===== config.mk =====
export PLATFORM = sky130hd
export DESIGN_NAME = memsel_decode
export DESIGN_NICKNAME = d
export VERILOG_FILES = /design/src/rtl/memsel_pkg.sv /design/src/rtl/memsel_space_dec.sv /design/src/rtl/memsel_region_dec.sv /design/src/rtl/memsel_out_stage.sv /design/src/rtl/memsel_decode.sv
export SDC_FILE = /design/constraint.sdc
export NUM_CORES = 1
export LEC_CHECK = 0
export CAP_MARGIN = 20
export CORE_AREA = 4 4 41 43
export CTS_BUF_LIST = sky130_fd_sc_hd__clkbuf_8
export DETAILED_ROUTE_END_ITERATION = 8
export DIE_AREA = 0 0 45 47
export PLACE_DENSITY = 0.67
export REMOVE_ABC_BUFFERS = 1
export SLEW_MARGIN = 20
export SYNTH_ARGS = -nofsm -noshare
export SYNTH_HDL_FRONTEND = slang
export SYNTH_SLANG_ARGS = --single-unit

===== constraint.sdc =====
create_clock -name clk -period 0.8 [get_ports clk]
set_input_delay 0.08 -clock clk [delete_from_list [all_inputs] [get_ports clk]]
set_output_delay 0.08 -clock clk [all_outputs]
set_load 0.01 [all_outputs]

===== src/rtl/memsel_pkg.sv =====
package memsel_pkg;

  typedef enum logic [1:0] {
    RGN_SYSVAR  = 2'd0,
    RGN_STACK   = 2'd1,
    RGN_APPDATA = 2'd2,
    RGN_APPCODE = 2'd3
  } rgn_e;

  localparam logic SPACE_PROG = 1'b0;
  localparam logic SPACE_VAR  = 1'b1;

  typedef struct packed {
    logic rom_ce;
    logic ram_ce;
    logic oe;
    logic we;
    logic wr_err;
    logic rgn_vld;
    rgn_e rgn;
  } sel_t;

  localparam int SEL_W = $bits(sel_t);

endpackage


===== src/rtl/memsel_space_dec.sv =====
module memsel_space_dec
  import memsel_pkg::*;
#(
  parameter int ADDR_W = 16
) (
  input  logic [ADDR_W-1:0] addr,
  input  logic              space,
  input  logic              rd,
  input  logic              wr,
  output logic              rom_ce,
  output logic              ram_ce,
  output logic              oe,
  output logic              we,
  output logic              wr_err
);
  localparam int HALF_BIT = ADDR_W - 1;

  logic upper_half;
  logic to_rom;
  logic is_write;
  logic is_read;

  assign upper_half = addr[HALF_BIT];
  assign to_rom     = (space == SPACE_PROG) && !upper_half;
  assign is_write   = wr;
  assign is_read    = rd && !wr;

  always_comb begin
    rom_ce = 1'b0;
    ram_ce = 1'b0;
    oe     = 1'b0;
    we     = 1'b0;
    wr_err = 1'b0;
    if (is_write) begin
      if (to_rom) begin
        wr_err = 1'b1;
      end else begin
        ram_ce = 1'b1;
        we     = 1'b1;
      end
    end else if (is_read) begin
      oe = 1'b1;
      if (to_rom) rom_ce = 1'b1;
      else        ram_ce = 1'b1;
    end
  end

endmodule


===== src/rtl/memsel_region_dec.sv =====
module memsel_region_dec
  import memsel_pkg::*;
#(
  parameter int              ADDR_W     = 16,
  parameter logic [ADDR_W-1:0] STACK_BASE = 16'h0F00,
  parameter logic [ADDR_W-1:0] APP_BASE   = 16'h1000
) (
  input  logic [ADDR_W-1:0] addr,
  input  logic              hit,
  output logic              rgn_vld,
  output rgn_e              rgn
);
  localparam int HALF_BIT = ADDR_W - 1;

  always_comb begin
    rgn_vld = hit;
    rgn     = RGN_SYSVAR;
    if (hit) begin
      if (addr[HALF_BIT])         rgn = RGN_APPCODE;
      else if (addr >= APP_BASE)  rgn = RGN_APPDATA;
      else if (addr >= STACK_BASE) rgn = RGN_STACK;
      else                        rgn = RGN_SYSVAR;
    end
  end

endmodule


===== src/rtl/memsel_out_stage.sv =====
module memsel_out_stage #(
  parameter int W       = 8,
  parameter bit REG_OUT = 1'b1
) (
  input  logic         clk,
  input  logic         rst_n,
  input  logic [W-1:0] d,
  output logic [W-1:0] q
);
  generate
    if (REG_OUT) begin : g_reg
      logic [W-1:0] q_r;
      always_ff @(posedge clk) begin
        if (!rst_n) q_r <= '0;
        else        q_r <= d;
      end
      assign q = q_r;
    end else begin : g_comb
      logic unused_clk;
      assign unused_clk = clk ^ rst_n;
      assign q = d;
    end
  endgenerate

endmodule


===== src/rtl/memsel_decode.sv =====
module memsel_decode
  import memsel_pkg::*;
#(
  parameter int                ADDR_W     = 16,
  parameter logic [ADDR_W-1:0] STACK_BASE = 16'h0F00,
  parameter logic [ADDR_W-1:0] APP_BASE   = 16'h1000,
  parameter bit                REG_OUT    = 1'b1
) (
  input  logic              clk,
  input  logic              rst_n,
  input  logic [ADDR_W-1:0] acc_addr,
  input  logic              acc_space,
  input  logic              acc_rd,
  input  logic              acc_wr,
  output logic              rom_ce,
  output logic              ram_ce,
  output logic              mem_oe,
  output logic              mem_we,
  output logic [1:0]        region,
  output logic              region_vld,
  output logic              rom_wr_err
);
  sel_t sel_d;
  sel_t sel_q;
  logic [SEL_W-1:0] sel_q_v;

  memsel_space_dec #(.ADDR_W(ADDR_W)) u_space (
    .addr   (acc_addr),
    .space  (acc_space),
    .rd     (acc_rd),
    .wr     (acc_wr),
    .rom_ce (sel_d.rom_ce),
    .ram_ce (sel_d.ram_ce),
    .oe     (sel_d.oe),
    .we     (sel_d.we),
    .wr_err (sel_d.wr_err)
  );

  memsel_region_dec #(
    .ADDR_W     (ADDR_W),
    .STACK_BASE (STACK_BASE),
    .APP_BASE   (APP_BASE)
  ) u_region (
    .addr    (acc_addr),
    .hit     (sel_d.ram_ce),
    .rgn_vld (sel_d.rgn_vld),
    .rgn     (sel_d.rgn)
  );

  memsel_out_stage #(.W(SEL_W), .REG_OUT(REG_OUT)) u_out (
    .clk   (clk),
    .rst_n (rst_n),
    .d     (sel_d),
    .q     (sel_q_v)
  );

  assign sel_q      = sel_t'(sel_q_v);
  assign rom_ce     = sel_q.rom_ce;
  assign ram_ce     = sel_q.ram_ce;
  assign mem_oe     = sel_q.oe;
  assign mem_we     = sel_q.we;
  assign rom_wr_err = sel_q.wr_err;
  assign region_vld = sel_q.rgn_vld;
  assign region     = sel_q.rgn;

endmodule


==> results.md <==
- Worst Setup Start Kind: flop
- Hold Path End: u_out.q[5]
- Gpl congestion: between 0.7 and 0.8
- Avg Cell Area, Syn: 10.12 um^2
- Die area: around 2100 um^2
- GR peak layer: met4
- Critical Path Stages: 1
- Period utilization: 0.9330
- Starting density of the core: 0.1788
- Root Driver: clkbuf_8
- Final nets: 69
- Final setup fails: 0
- GRT overflow: 0
- Cell Area, Synth: roughly 230 um^2
- Period minus WS final: around 0.75 ns
- Placeable Area: between 1000 and 1500 um^2
- Row cnt: 13
- DRC Markers: 0
- Pins over their slew limit: 0
- GR Util met2: 0.06497
- CP arrival: about 0.67 ns
- Post-layout utilization of the core: 0.3615
- DR vias: 236
- Async SR Flop Fraction: 0
- Register area share after synthesis: 0.6022
- Initial antenna violation count: 0
- Leak pwr: between 0.0002 and 0.00025 uW
- RSZ-0062 raised after global routing: false
- Worst Path Max Fanout: 2
- Placed cell count: 58
- CTS tree: yes
- Pwr dens: between 2000 and 2500 nW/um^2
- Cell variety after synth: 11
- Yosys warns: 0
- Worst Setup End Kind: primary output
- Req. time, crit path: between 0.7 and 0.8 ns
- WP buf/inv: 1
- Io pins: 29
- GRT Total Usage: 0.05859
- VDD IR-drop max: roughly 0.8 mV
- Largest register FFs: 7
- Yosys top cell area share: 0.6022
- CTS buffer count: 3
- Area contributors post-synth: dfxtp_1, nor2_1, o221ai_2, a21oi_1, nor3_2
- Routed Antenna Nets: 0
- CTS Hold Bufs: 0
- Crit path max-delay cell type: dfxtp_1
- Met1 Track Usage GR: 0.07094
- Measured slew at the worst slew-check pin: about 0.24 ns
- Largest net degree at the start of global routing: 7
- Hold Path Class: in2reg
- Slew headroom: 0.8413
- Die Y: ~47 um
- Worst Hold Launch: acc_wr
- Hold depth: 2
- WL final: roughly 540 um
- CP max stage delay: roughly 0.32 ns
- Leading area contributor after synthesis: dfxtp_1
- Wirelength per Cell: between 8 and 9 um
- Critical Path, Cell by Cell: buf_2
- Layout Cells excl Fill: between 60 and 70
- H-tree depth: 1
- Crit path kind: reg2out
- Max clock buf depth: 2
- Vias in the first global route: between 200 and 250
- Final Hold Vio Count: 0
- Port bufs: 20
- Post-synthesis register bit count: 7
- Initial DRC Count: 1
- # diodes: 0
- Post-synth EDFFs: 0
- Post-CTS Setup Repair Bufs: 0
- Fraction of layout cells with a size suffix above 1: 0.3191
- Clock Sinks: 7
- Area growth syn-to-layout: 102.2%
- Global Route met3 Usage: 0.01916
- Max frequency: around 1300 MHz
- Predominant post-synthesis flop cell: dfxtp_1
- Die X-Extent: around 45 um
- Mapped Cells: 23
- Routed vias/inst: 3.806
- First-pass GRT wire length: around 810 um
- Status: completed
- Reg clk slew, reported paths: approximately 0.040 ns
- Drt pass-1 iters: 2
- Crit path max-delay family: flip-flops
- Most numerous cell in the Yosys netlist: dfxtp_1
- Max_cap viols: 0
- Synth top cells by count: dfxtp_1, nor2_1, a21oi_1, inv_1, nand2_1
==> placed cells by master, fill, tap and decap left out, drive strengths merged <==
cell type	count
clkbuf	3
inv	3
nor4	1
o221ai	1
nor2	4
dlymetal6s2s	3
clkdlybuf4s50	9
nor3	2
a21oi	2
nand2	2
and4	1
buf	9
dfxtp	7
==> timing repair <==
action                                  in CTS  in global routing
pin swaps                                    1                  1
gates resized for setup                     33                  3
gates cloned                                 0                  0
endpoints found under the setup margin       9                  5
==> per-layer routing <==
metal | wire length, um | vias to the layer above
met5 | 0 | -
met2 | 211 | 18
met1 | 228 | 94
met4 | 0 | 0
li1 | - | 124
met3 | 102 | 0
==> final cells by class <==
cell class                      count  area [um^2]
Fill cell                         142        830.8
Multi-Input combinational cell     13        83.83
Sequential cell                     7        140.1
Clock buffer                        3        41.29
Timing Repair Buffer               21        175.2
Tap cell                           15        18.77
Clock inverter                      1        3.754
Inverter                            2        7.507
==> how the worst max path moves through the flow <==
stage / from / end
after global placement: acc_wr / u_out.q[0]
after floorplan: acc_addr[11] / u_out.q[0]
final: u_out.q[2] / region_vld
after global routing: u_out.q[2] / ram_ce
after detailed placement: acc_addr[15] / u_out.q[7]
after CTS: acc_addr[15] / u_out.q[0]
==> cell families (layout without fill, tap and decap cells) <==
group                  after synthesis  count (layout)  synth area share
and+or+nand+nor                     10              10            0.2258
buffers and inverters                3              27           0.06454
AOI/OAI and AO/OA                    3               3            0.1075
DFF                                  7               7            0.6021
==> metrics by stage <==
step	setup WS [ns]	total power, uW	TNS, ns	hold WS [ns]	area, um^2
after floorplan	0.2610	409.2	0	0.1524	225.2
after global placement	-0.2087	522.8	-1.885	0.7080	451.7
after detailed placement	-0.2519	525.0	-2.136	0.7256	451.7
after CTS	0.008784	981.2	0	0.4929	462.9
after global routing	0.003271	1009	0	0.1685	470.5
final	0.05361	959.6	0	0.1473	470.5
==> power by group <==
group	switching, uW	leakage (uW)	internal, uW
Clock	132	0.0000269	330
Combinational	49.6	0.000157	76.7
Sequential	4.27	0.0000577	368
Total	186	0.000242	774
(Power assumes the default switching activity.)
